`src/rtl/burst_ctr_pkg.sv`:
```
package burst_ctr_pkg;
  typedef enum logic {
    ORD_LINEAR     = 1'b0,
    ORD_INTERLEAVE = 1'b1
  } order_e;
endpackage

```
`src/rtl/burst_start_reg.sv`:
```
module burst_start_reg #(
  parameter int unsigned OFS_W = 2
) (
  input  logic             clk_i,
  input  logic             rst_ni,
  input  logic             load_i,
  input  logic [OFS_W-1:0] start_ofs_i,
  output logic [OFS_W-1:0] start_q_o
);
  always_ff @(posedge clk_i or negedge rst_ni) begin
    if (!rst_ni)     start_q_o <= '0;
    else if (load_i) start_q_o <= start_ofs_i;
  end
endmodule

```
`src/rtl/burst_beat_cnt.sv`:
```
module burst_beat_cnt #(
  parameter int unsigned OFS_W = 2
) (
  input  logic             clk_i,
  input  logic             rst_ni,
  input  logic             load_i,
  input  logic             adv_ni,
  output logic [OFS_W-1:0] beat_q_o
);
  // load restarts the burst and takes priority over advance
  always_ff @(posedge clk_i or negedge rst_ni) begin
    if (!rst_ni)      beat_q_o <= '0;
    else if (load_i)  beat_q_o <= '0;
    else if (!adv_ni) beat_q_o <= beat_q_o + 1'b1;
  end
endmodule

```
`src/rtl/burst_ofs_map.sv`:
```
module burst_ofs_map
  import burst_ctr_pkg::*;
#(
  parameter int unsigned OFS_W = 2
) (
  input  order_e           order_i,
  input  logic [OFS_W-1:0] start_i,
  input  logic [OFS_W-1:0] beat_i,
  output logic [OFS_W-1:0] ofs_o
);
  logic [OFS_W-1:0] ofs_xor, ofs_add;
  logic [OFS_W:0]   carry;

  assign carry[0] = 1'b0;
  // ripple adder per bit; the top carry is dropped, which gives modulo-2^OFS_W wrap
  for (genvar b = 0; b < OFS_W; b++) begin : g_bit
    assign ofs_xor[b]  = start_i[b] ^ beat_i[b];
    assign ofs_add[b]  = start_i[b] ^ beat_i[b] ^ carry[b];
    assign carry[b+1]  = (start_i[b] & beat_i[b]) | (carry[b] & (start_i[b] ^ beat_i[b]));
  end

  always_comb begin
    unique case (order_i)
      ORD_INTERLEAVE: ofs_o = ofs_xor;
      default:        ofs_o = ofs_add;
    endcase
  end
endmodule

```
`src/rtl/burst_addr_ctr.sv`:
```
module burst_addr_ctr
  import burst_ctr_pkg::*;
#(
  parameter int unsigned OFS_W = 2
) (
  input  logic             clk_i,
  input  logic             rst_ni,
  input  logic             mode_i,
  input  logic             load_i,
  input  logic             adv_ni,
  input  logic [OFS_W-1:0] start_ofs_i,
  output logic [OFS_W-1:0] ofs_o,
  output logic [OFS_W-1:0] beat_o
);
  logic [OFS_W-1:0] start_q, beat_q;
  order_e           order;

  assign order = mode_i ? ORD_INTERLEAVE : ORD_LINEAR;

  burst_start_reg #(.OFS_W(OFS_W)) u_start (
    .clk_i      (clk_i),
    .rst_ni     (rst_ni),
    .load_i     (load_i),
    .start_ofs_i(start_ofs_i),
    .start_q_o  (start_q)
  );

  burst_beat_cnt #(.OFS_W(OFS_W)) u_beat (
    .clk_i   (clk_i),
    .rst_ni  (rst_ni),
    .load_i  (load_i),
    .adv_ni  (adv_ni),
    .beat_q_o(beat_q)
  );

  burst_ofs_map #(.OFS_W(OFS_W)) u_map (
    .order_i(order),
    .start_i(start_q),
    .beat_i (beat_q),
    .ofs_o  (ofs_o)
  );

  assign beat_o = beat_q;
endmodule

```
`config.mk`:
```
export PLATFORM = sky130hd
export DESIGN_NAME = burst_addr_ctr
export DESIGN_NICKNAME = d
export VERILOG_FILES = /design/src/rtl/burst_ctr_pkg.sv /design/src/rtl/burst_start_reg.sv /design/src/rtl/burst_beat_cnt.sv /design/src/rtl/burst_ofs_map.sv /design/src/rtl/burst_addr_ctr.sv
export SDC_FILE = /design/constraint.sdc
export NUM_CORES = 1
export LEC_CHECK = 0
export CORE_AREA = 3 3 40 42
export CTS_BUF_LIST = sky130_fd_sc_hd__clkbuf_2 sky130_fd_sc_hd__clkbuf_4 sky130_fd_sc_hd__clkbuf_8
export CTS_CLUSTER_DIAMETER = 50
export DETAILED_ROUTE_END_ITERATION = 6
export DIE_AREA = 0 0 43 45
export GPL_TIMING_DRIVEN = 0
export PLACE_DENSITY_LB_ADDON = 0.05
export SYNTH_ARGS = -nofsm -noshare
export SYNTH_HDL_FRONTEND = slang
export SYNTH_SLANG_ARGS = --single-unit
```
`constraint.sdc`:
```
create_clock -name clk_i -period 1.23 [get_ports clk_i]
set_clock_uncertainty 0.2 [all_clocks]
set_input_delay 0.3075 -clock clk_i [delete_from_list [all_inputs] [get_ports clk_i]]
set_output_delay 0.3075 -clock clk_i [all_outputs]
set_load 0.02 [all_outputs]
```
==> impl_metrics.json, run 1 <==
{
  "outcome": "finished, violations left",
  "violations": "negative setup slack",
  "grt_pass1_wl_um": 800,
  "syn_avg_cell_area_um2": 13.1,
  "drv_slew": 0,
  "power.density_mw_per_mm2": 1210,
  "routed_wl_um": 431,
  "track_usage": 0.0594,
  "synth-main-ff-cell": "dfrtp_1",
  "maxCapViolations": 0,
  "finalSetupViolCount": 5,
  "synth_commonest_cells": "dfrtp_1, xnor2_1, mux2_2, nor2b_1",
  "yosysMostFrequentCell": "dfrtp_1",
  "peakVddDrop_mv": 0.441,
  "vias_per_cell": 3.57,
  "reg2reg_depth": 5,
  "grt-busiest-layer": "met2",
  "crit_path_start_kind": "flop",
  "place_area_um2": 363,
  "clk_latency_ps": 230,
  "finalInstanceArea_um2": 434,
  "grt-ovfl-total": 0,
  "leakage_nw": 0.181,
  "power_frac_seq": 0.300,
  "boundaryPins": 11,
  "fin_crit_sh": 1.38,
  "antenna_found_initial": 0,
  "drtAntennaViolNets": 0,
  "synthTopCellsByArea": "dfrtp_1, xnor2_1, mux2_2, nor2b_4, ha_1",
  "wire_per_inst_um": 9.17,
  "grt_pass1_vias": 196,
  "clk_pin_slew_ps": 40,
  "p_int_uw": 396,
  "grt_use_met2": 0.0898,
  "fin_setup_tns_ps": -1070,
  "area_growth_pct": 121,
  "fp.dieH_um": 45,
  "crit_slowest_cell": "dfrtp_2",
  "drt_iter0_drc": 0,
  "grt_max_degree": 5,
  "switching_share": 0.246,
  "critPathMaxFanout": 2,
  "drive_gt1_frac": 0.625,
  "crit_path_max_incr_delay_ps": 420,
  "yosys_warnings": 0,
  "use_met3": 0.0319,
  "cts.sinks": 4,
  "min_period_ps": 1700,
  "ff2ff_setup_slack_ps": -50,
  "r2r_end": "u_beat.beat_q_o[1]",
  "dpl_worst_slack_ps": -938,
  "drc_errors": 0,
  "std_cell_rows": 13,
  "p_comb_frac": 0.329,
  "gr-usage-met1": 0.0587,
  "cp.arrival_ps": 1190,
  "yosysTopAreaCell": "dfrtp_1",
  "hold_viol": 0,
  "h-tree-depth": 1,
  "required_ps": 720,
  "critical_path_class": "flop to output port",
  "place_congestion": 0.612,
  "cts_buffers": 3,
  "path_cells": "ha_4, nor2b_4, xnor2_4, buf_6",
  "async_flop_share": 1.00,
  "rr_startpoint": "u_beat.beat_q_o[0]",
  "setup_slack_ps": -472,
  "nFillCells": 136,
  "diodes": 0,
  "ys_seq_elements": 4,
  "cts_hold_buffers": 0,
  "vias": 168,
  "fmax_mhz": 588,
  "start_util": 0.153,
  "core_area_mm2": 0.00128,
  "power.switching_uw": 129,
  "regArea_um2": 101,
  "fp.dieArea_mm2": 0.00194,
  "nNetsFinal": 41,
  "cts_tree": "built",
  "die_w_um": 43,
  "synthesis.instances": 15,
  "tightest_slew_ps": 269,
  "ys_types": 8,
  "dp_hpwl_um": 366,
  "synth_fp_nets": 23,
  "clockRootBuffer": "clkbuf_4",
  "clkPwrFrac": 0.370,
  "hold_ws_ps": 74.0,
  "dr.pass1.iters": 1,
  "yosysSeqAreaShare": 0.510,
  "cp-end-kind": "output port",
  "rsz0062_at_grt": "yes",
  "relSlewSlack": 0.820,
  "hold_class": "primary input to async pin",
  "synth_edf_count": 0,
  "numPortBuffers": 10,
  "clk_path_buf_depth": 2,
  "yosysTopAreaCellShare": 0.510,
  "netlist_area_um2": 196,
  "multi_input_area_um2": 150
}
metrics by stage:
stage,utilization,power (mW),instances
after floorplan,-,0.249,15
after global placement,0.282,0.307,40
after detailed placement,0.282,0.309,40
after CTS,0.312,0.524,45
after global routing,0.338,0.565,47
final,0.338,0.526,47
power groups by stage:
| stage | Sequential [mW] | Clock (mW) | Combinational (mW) |
|---|---|---|---|
| 5_1_grt | 0.160 | 0.218 | 0.187 |
| 4_1_cts | 0.158 | 0.205 | 0.160 |
| 6_report | 0.158 | 0.195 | 0.173 |
| 3_5_place_dp | 0.161 | 0 | 0.148 |
| 2_1_floorplan | 0.165 | 0 | 0.0839 |
| 3_3_place_gp | 0.160 | 0 | 0.147 |
how the worst max path moves through the flow:
stage                          end  cells after the start            startpoint
after floorplan           ofs_o[1]                      3    u_beat.beat_q_o[0]
after global placement    ofs_o[1]                      4                mode_i
after detailed placement  ofs_o[1]                      4                mode_i
after CTS                 ofs_o[1]                      4  u_start.start_q_o[0]
after global routing      ofs_o[1]                      4  u_start.start_q_o[0]
final                     ofs_o[1]                      4    u_beat.beat_q_o[0]
state kept, by name (all words and copies together), names as in the netlist:
name and flops:
u_start.start_q_o 2, u_beat.beat_q_o 2
metal layers:
metal,part of all wire,up-vias
li1,-,83
met1,0.38,79
met2,0.53,6
met3,0.090,0
met4,0,0
met5,0,-
layout by cell type (no fill, tap or decap), drive strengths merged:
master	netlist	routed
dfrtp	4	4
buf	0	7
nor2	1	1
xnor2	3	3
nor2b	3	3
nor3	1	1
clkbuf	0	4
clkdlybuf4s50	0	5
mux2	2	2
ha	1	1
dlygate4sd2	0	1
kinds of logic after synthesis:
logic type | synth area share
simple gates | 0.178
fa+ha+maj | 0.0637
flops | 0.510
mux | 0.115
xor+xnor | 0.134
timing repair:
action,4_1_cts,5_1_grt
pin swaps,2,0
setup buffers,1,2
resized for setup,24,4
setup endpoints to repair,6,5
cell type report:
class                   count  share of cell area
flip-flops and latches      4               0.233
well taps                  15              0.0432
repair buffers             13               0.308
clock buffers               4              0.0692
multi-input cells          11               0.346
critical path: cells and delay by family, from the launching register on:
family / cells / cell delay, ps
DFF: 1 / 420
adders and majority gates: 1 / 160
and+or+nand+nor: 1 / 130
buffers and inverters: 1 / 130
xor gates and xnor gates: 1 / 120
Power figures use the tool's default switching activity.
==> run 2, diff against run 1 <==
- CTS_CLUSTER_SIZE: default -> 25
- SYNTH_HIERARCHICAL: default -> 1
==> run 2 against run 1 <==
Against the previous run:
- the flow still finishes with violations (negative setup slack)
- register-to-register slack got worse by 50 ps
- routed wire length up 7.7%
- sequential power barely moved
- largest power group unchanged
- critical endpoint unchanged
- synthesized cell count increased by 6.7%
- worst hold slack lost 5.7 ps
- final cell count is 4.3% higher
- clock power rose by 5%
==> impl_metrics.json, run 2 <==
{
  "boundaryPins": 11,
  "async_flop_share": 1.00,
  "maxCapViolations": 0,
  "peakVddDrop_mv": 0.519,
  "crit_path_max_incr_delay_ps": 420,
  "rsz0062_at_grt": "yes",
  "synth_fp_nets": 24,
  "routed_wl_um": 464,
  "leakage_nw": 0.192,
  "clockRootBuffer": "clkbuf_4",
  "start_util": 0.163,
  "synth_edf_count": 0,
  "dpl_worst_slack_ps": -942,
  "synth_compound_area_frac": 0,
  "synthesis.instances": 16,
  "wire_per_inst_um": 9.47,
  "synth_mux_area_frac": 0.180,
  "path_cells": "ha_4, nor2b_4, xnor2_4, buf_6",
  "drive_gt1_frac": 0.618,
  "critical_path_class": "flop to output port",
  "diodes": 0,
  "layout_commonest_cell": "buf_6",
  "setup_slack_ps": -480,
  "cp.arrival_ps": 1200,
  "dp_hpwl_um": 377,
  "synth_top_family_by_area": "simple AND/OR/NAND/NOR gates",
  "clk_latency_ps": 240,
  "crit_slowest_cell": "dfrtp_2",
  "synth-xor-area-share": 0.0838,
  "tightest_slew_ps": 270,
  "ys_seq_elements": 4,
  "dr.pass1.iters": 1,
  "fin_crit_sh": 1.39,
  "critPathMaxFanout": 2,
  "cts_hold_buffers": 0,
  "drtAntennaViolNets": 0,
  "antenna_found_initial": 0,
  "area_growth_pct": 116,
  "synth_commonest_cells": "dfrtp_1, nor2b_1, mux2_2, xnor2_1",
  "cts_tree": "built",
  "violations": "negative setup slack",
  "relSlewSlack": 0.819,
  "syn_avg_cell_area_um2": 13.1,
  "vias": 185,
  "mostFrequentLayoutCells": "buf_6, clkdlybuf4s50_1, clkbuf_4",
  "h-tree-depth": 1,
  "cts.sinks": 4,
  "power.density_mw_per_mm2": 1190,
  "grt_pass1_wl_um": 821,
  "clk_pin_slew_ps": 40,
  "grt_pass1_vias": 207,
  "ys_types": 9,
  "synthTopCellsByArea": "dfrtp_1, mux2_2, nor2b_1, xnor2_1, mux2_4",
  "cpLargestDelayFamily": "flip-flops",
  "cp-end-kind": "output port",
  "fmax_mhz": 585,
  "min_period_ps": 1710,
  "crit_path_start_kind": "flop",
  "cp_num_buf_inv": 1,
  "drv_slew": 0,
  "core_area_mm2": 0.00128,
  "largest_registers": "u_beat/beat_q_o: 2 flops, u_start/start_q_o: 2 flops",
  "drt_iter0_drc": 0,
  "numPortBuffers": 10,
  "nFillCells": 138,
  "fp.dieH_um": 45,
  "grt_max_degree": 6,
  "vias_per_cell": 3.78,
  "netlist_area_um2": 209,
  "die_w_um": 43,
  "track_usage": 0.0661,
  "hold_viol": 0,
  "finalSetupViolCount": 5,
  "cts_buffers": 3,
  "yosys_warnings": 6,
  "place_congestion": 0.593,
  "outcome": "finished, violations left",
  "grt-ovfl-total": 0,
  "synthSimpleGateAreaFrac": 0.198,
  "yosysTopAreaCellShare": 0.479,
  "std_cell_rows": 13,
  "drc_errors": 0,
  "hold_class": "primary input to async pin",
  "yosysMostFrequentCell": "dfrtp_1",
  "required_ps": 720,
  "clk_path_buf_depth": 2,
  "yosysTopAreaCell": "dfrtp_1",
  "yosysSeqAreaShare": 0.479,
  "place_area_um2": 375,
  "synth_fa_ha_area_frac": 0.0599,
  "nNetsFinal": 43,
  "finalInstanceArea_um2": 450,
  "fp.dieArea_mm2": 0.00194,
  "synth-main-ff-cell": "dfrtp_1"
}
-- run 2: changes by cell type after synthesis, sizes merged --
cell	before	now
mux2	2	3
nor2b	3	4
xnor2	3	2
-- run 2: where the power goes --
| part | leakage, nW | total [mW] | internal, mW | switching, mW |
|---|---|---|---|---|
| Combinational | 0.125 | 0.174 | 0.109 | 0.0645 |
| Clock | 0.0184 | 0.204 | 0.144 | 0.0600 |
| Sequential | 0.0484 | 0.156 | 0.144 | 0.0121 |
-- run 2: what timing repair did --
item                       4_1_cts  5_1_grt
cloned                           0        0
resized for setup               27        1
pin swaps                        2        0
setup endpoints to repair        7        5
buffers inserted                 3        1
-- run 2: kinds of logic after synthesis --
| family | Yosys count |
|---|---|
| xor+xnor | 2 |
| fa+ha+maj | 1 |
| flops | 4 |
| mux | 3 |
| simple gates | 6 |
-- run 2: final timing paths --
kind,cells past startpoint,from,end,slack [ps]
max in group asynchronous,1,rst_ni,u_beat/beat_q_o[0],580
worst max-delay path,4,u_beat/beat_q_o[0],ofs_o[1],-480
worst min register to register,1,u_start/start_q_o[1],u_start/start_q_o[1],370
worst max register to register,4,u_beat/beat_q_o[1],u_beat/beat_q_o[1],-100
min in group clk_i,2,load_i,u_beat/beat_q_o[0],300
worst min-delay path,1,rst_ni,u_start/start_q_o[0],70
-- run 2: area by class of cell --
cell class / count / area (um2) / share of cell area
Clock buffer: 4 / 30.0 / 0.0667
Multi-Input combinational cell: 12 / 155 / 0.344
Tap cell: 15 / 18.8 / 0.0417
Sequential cell: 4 / 101 / 0.225
Timing Repair Buffer: 14 / 145 / 0.322
-- run 2: worst reg2reg max path: stages (launching register included) --
cell	delay [ps]
dfrtp_1	400
buf_6	130
buf_6	100
nor2b_1	110
mux2_4	260
-- run 2: per-stage QoR --
step	utilization	hold WS [ps]	std cells	setup TNS (ps)	total power, mW
after floorplan	-	-188	16	-304	0.249
after global placement	0.292	327	41	-3220	0.306
after detailed placement	0.292	329	41	-3290	0.308
after CTS	0.342	61.7	48	-1330	0.547
after global routing	0.351	74.1	49	-1450	0.569
final	0.351	68.3	49	-1240	0.535
-- run 2: per-layer routing --
metal / track usage / vias up / wire length, um
li1: - / 89 / -
met2: 0.108 / 7 / 259
met1: 0.0513 / 87 / 161
met5: 0 / - / 0
met3: 0.0159 / 2 / 28
met4: 0.108 / 0 / 14
==> run 3, diff against run 2 <==
- ABC_AREA: default -> 1
- clock period: 1.23 -> 1.4 ns (I/O delays scaled with it)
==> run 3 against run 2 <==
Against the previous run:
- the run still ends with negative setup slack left
- sequential share of layout area rose by 1.3 points
- area after synthesis rose by 12%
- critical path depth rose by 2
- via count rose by 35%
- count of clock-buffer cells in the layout did not move
- setup slack improved by 140 ps
- final cell count rose by 39%
- combinational power fell by 31%
- core utilization fell by 1.6 points
- register-to-register slack improved by 210 ps
- flip-flop and latch count did not move
- synthesized cell count rose by 130%
==> impl_metrics.json, run 3 <==
{
  "drc_errors": 0,
  "crit_path_start_kind": "flop",
  "place_congestion": 0.650,
  "clk_path_buf_depth": 2,
  "nNetsFinal": 62,
  "maxCapViolations": 0,
  "synth-main-ff-cell": "dfrtp_1",
  "cts.sinks": 4,
  "critical_path_class": "flop to output port",
  "synthTopCellsByArea": "dfrtp_1, nand2_1, inv_1, nand3_1, nor2_1",
  "wire_per_inst_um": 8.28,
  "gr-usage-met1": 0.0607,
  "grt_pass1_wl_um": 890,
  "synth_commonest_cells": "nand2_1, inv_1, dfrtp_1, nor2_1, nand3_1",
  "track_usage": 0.0659,
  "fp.dieH_um": 45,
  "vias": 250,
  "fp.dieArea_mm2": 0.00194,
  "relSlewSlack": 0.880,
  "yosysMostFrequentCell": "nand2_1",
  "required_ps": 850,
  "ys_types": 8,
  "synth_fp_nets": 44,
  "dp_hpwl_um": 444,
  "leakage_nw": 0.224,
  "grt_use_met2": 0.117,
  "drv_slew": 0,
  "cts_tree": "built",
  "yosysTopAreaCell": "dfrtp_1",
  "diodes": 0,
  "rsz0062_at_grt": "yes",
  "hold_ws_ps": 117,
  "clk_pin_slew_ps": 40,
  "fin_crit_sh": 1.24,
  "clk_latency_ps": 230,
  "critical_path.startpoint": "u_beat/beat_q_o[0]",
  "finalSetupViolCount": 3,
  "syn_avg_cell_area_um2": 6.50,
  "outcome": "finished, violations left",
  "power.density_mw_per_mm2": 996,
  "nFillCells": 139,
  "utilization": 0.335,
  "synth_edf_count": 0,
  "yosys_warnings": 6,
  "h-tree-depth": 1,
  "netlist_area_um2": 234,
  "area_growth_pct": 84.0,
  "cp.arrival_ps": 1190,
  "ys_seq_elements": 4,
  "violations": "negative setup slack",
  "tightest_slew_ps": 179,
  "clockRootBuffer": "clkbuf_4",
  "grt_pass1_vias": 255,
  "std_cell_rows": 13,
  "start_util": 0.182,
  "yosysSeqAreaShare": 0.428,
  "async_flop_share": 1.00,
  "grt-busiest-layer": "met2",
  "yosysTopAreaCellShare": 0.428,
  "mostFrequentLayoutCells": "nand2_1, clkdlybuf4s50_1, buf_6, inv_1, clkbuf_4",
  "fmax_mhz": 576,
  "drtAntennaViolNets": 0,
  "hold_class": "primary input to async pin",
  "min_period_ps": 1740,
  "dr.pass1.iters": 2,
  "rr_startpoint": "u_beat/beat_q_o[0]",
  "grt_max_degree": 7,
  "grt-ovfl-total": 0,
  "drt_iter0_drc": 1,
  "core_area_mm2": 0.00128,
  "synthesis.instances": 36,
  "vias_per_cell": 3.68,
  "largest_registers": "u_beat/beat_q_o: 2 flops, u_start/start_q_o: 2 flops",
  "cts_hold_buffers": 0,
  "routed_wl_um": 563,
  "peakVddDrop_mv": 0.377,
  "dpl_worst_slack_ps": -792,
  "antenna_found_initial": 0,
  "use_met3": 0.0120,
  "boundaryPins": 11,
  "layout_commonest_cell": "nand2_1",
  "cp-end-kind": "output port",
  "cts_buffers": 3,
  "die_w_um": 43,
  "hold_viol": 0,
  "numPortBuffers": 10,
  "reg2reg_depth": 5,
  "drive_gt1_frac": 0.340,
  "critPathMaxFanout": 2,
  "setup_slack_ps": -336
}
[run 3: cell types whose count changed after synthesis, sizes merged]
cell / change
inv: +8
nor2: +3
nand2: +15
nand3: +3
nor2b: -4
mux2: -3
nor3: -1
a21oi: +1
xnor2: -2
[run 3: final cells by class]
| type | instances | area, um2 | area share |
|---|---|---|---|
| Timing Repair Buffer | 13 | 130 | 0.302 |
| Sequential cell | 4 | 103 | 0.238 |
| Inverter | 8 | 30.0 | 0.0698 |
| Clock buffer | 4 | 30.0 | 0.0698 |
| Tap cell | 15 | 18.8 | 0.0436 |
| Multi-Input combinational cell | 24 | 119 | 0.276 |
[run 3: cells by family after synthesis]
logic type / count (synthesis) / share of synthesized area
and+or+nand+nor: 22 / 0.369
buffers and inverters: 8 / 0.128
DFF: 4 / 0.428
AOI/OAI and AO/OA: 1 / 0.0214
adders and majority gates: 1 / 0.0535
[run 3: path summary, 6_finish.rpt]
check | end | slack, ps
min reg2reg | u_start/start_q_o[1] | 330
max | ofs_o[1] | -340
min in group clk_i | u_start/start_q_o[1] | 330
max in group asynchronous | u_beat/beat_q_o[0] | 710
min | u_beat/beat_q_o[1] | 120
max reg2reg | u_beat/beat_q_o[1] | 110
[run 3: what timing repair did]
action | in CTS | in global routing
resized for setup | 27 | 2
pin swaps | 4 | 4
buffers inserted | 3 | 0
gates cloned | 0 | 0
setup endpoints to repair | 4 | 4
[run 3: report_power, final]
group          leakage [nW]  internal [mW]  total (mW)  switching (mW)
sequential           0.0478          0.126       0.137          0.0110
clock                0.0184          0.126       0.171          0.0449
combinational         0.158         0.0652       0.120          0.0552
[run 3: layer usage]
layer | wire length (um) | share of wire
met1 | 237 | 0.42
met2 | 290 | 0.52
met3 | 35 | 0.062
met4 | 0 | 0
met5 | 0 | 0
[run 3: stage by stage]
step | TNS (ps) | instance area [um2] | instances | power, mW
floorplan | -58.5 | 248 | 36 | 0.194
global placement | -1580 | 367 | 61 | 0.237
detailed placement | -1630 | 367 | 61 | 0.241
CTS | -735 | 427 | 68 | 0.439
global route | -761 | 430 | 68 | 0.455
finish | -669 | 430 | 68 | 0.429
[run 3: critical path: stages, from the launching register on]
cell	delay [ps]
dfrtp_2	420
ha_4	160
nand2_1	60
nand3_1	70
nand2_1	90
inv_2	40
buf_6	120
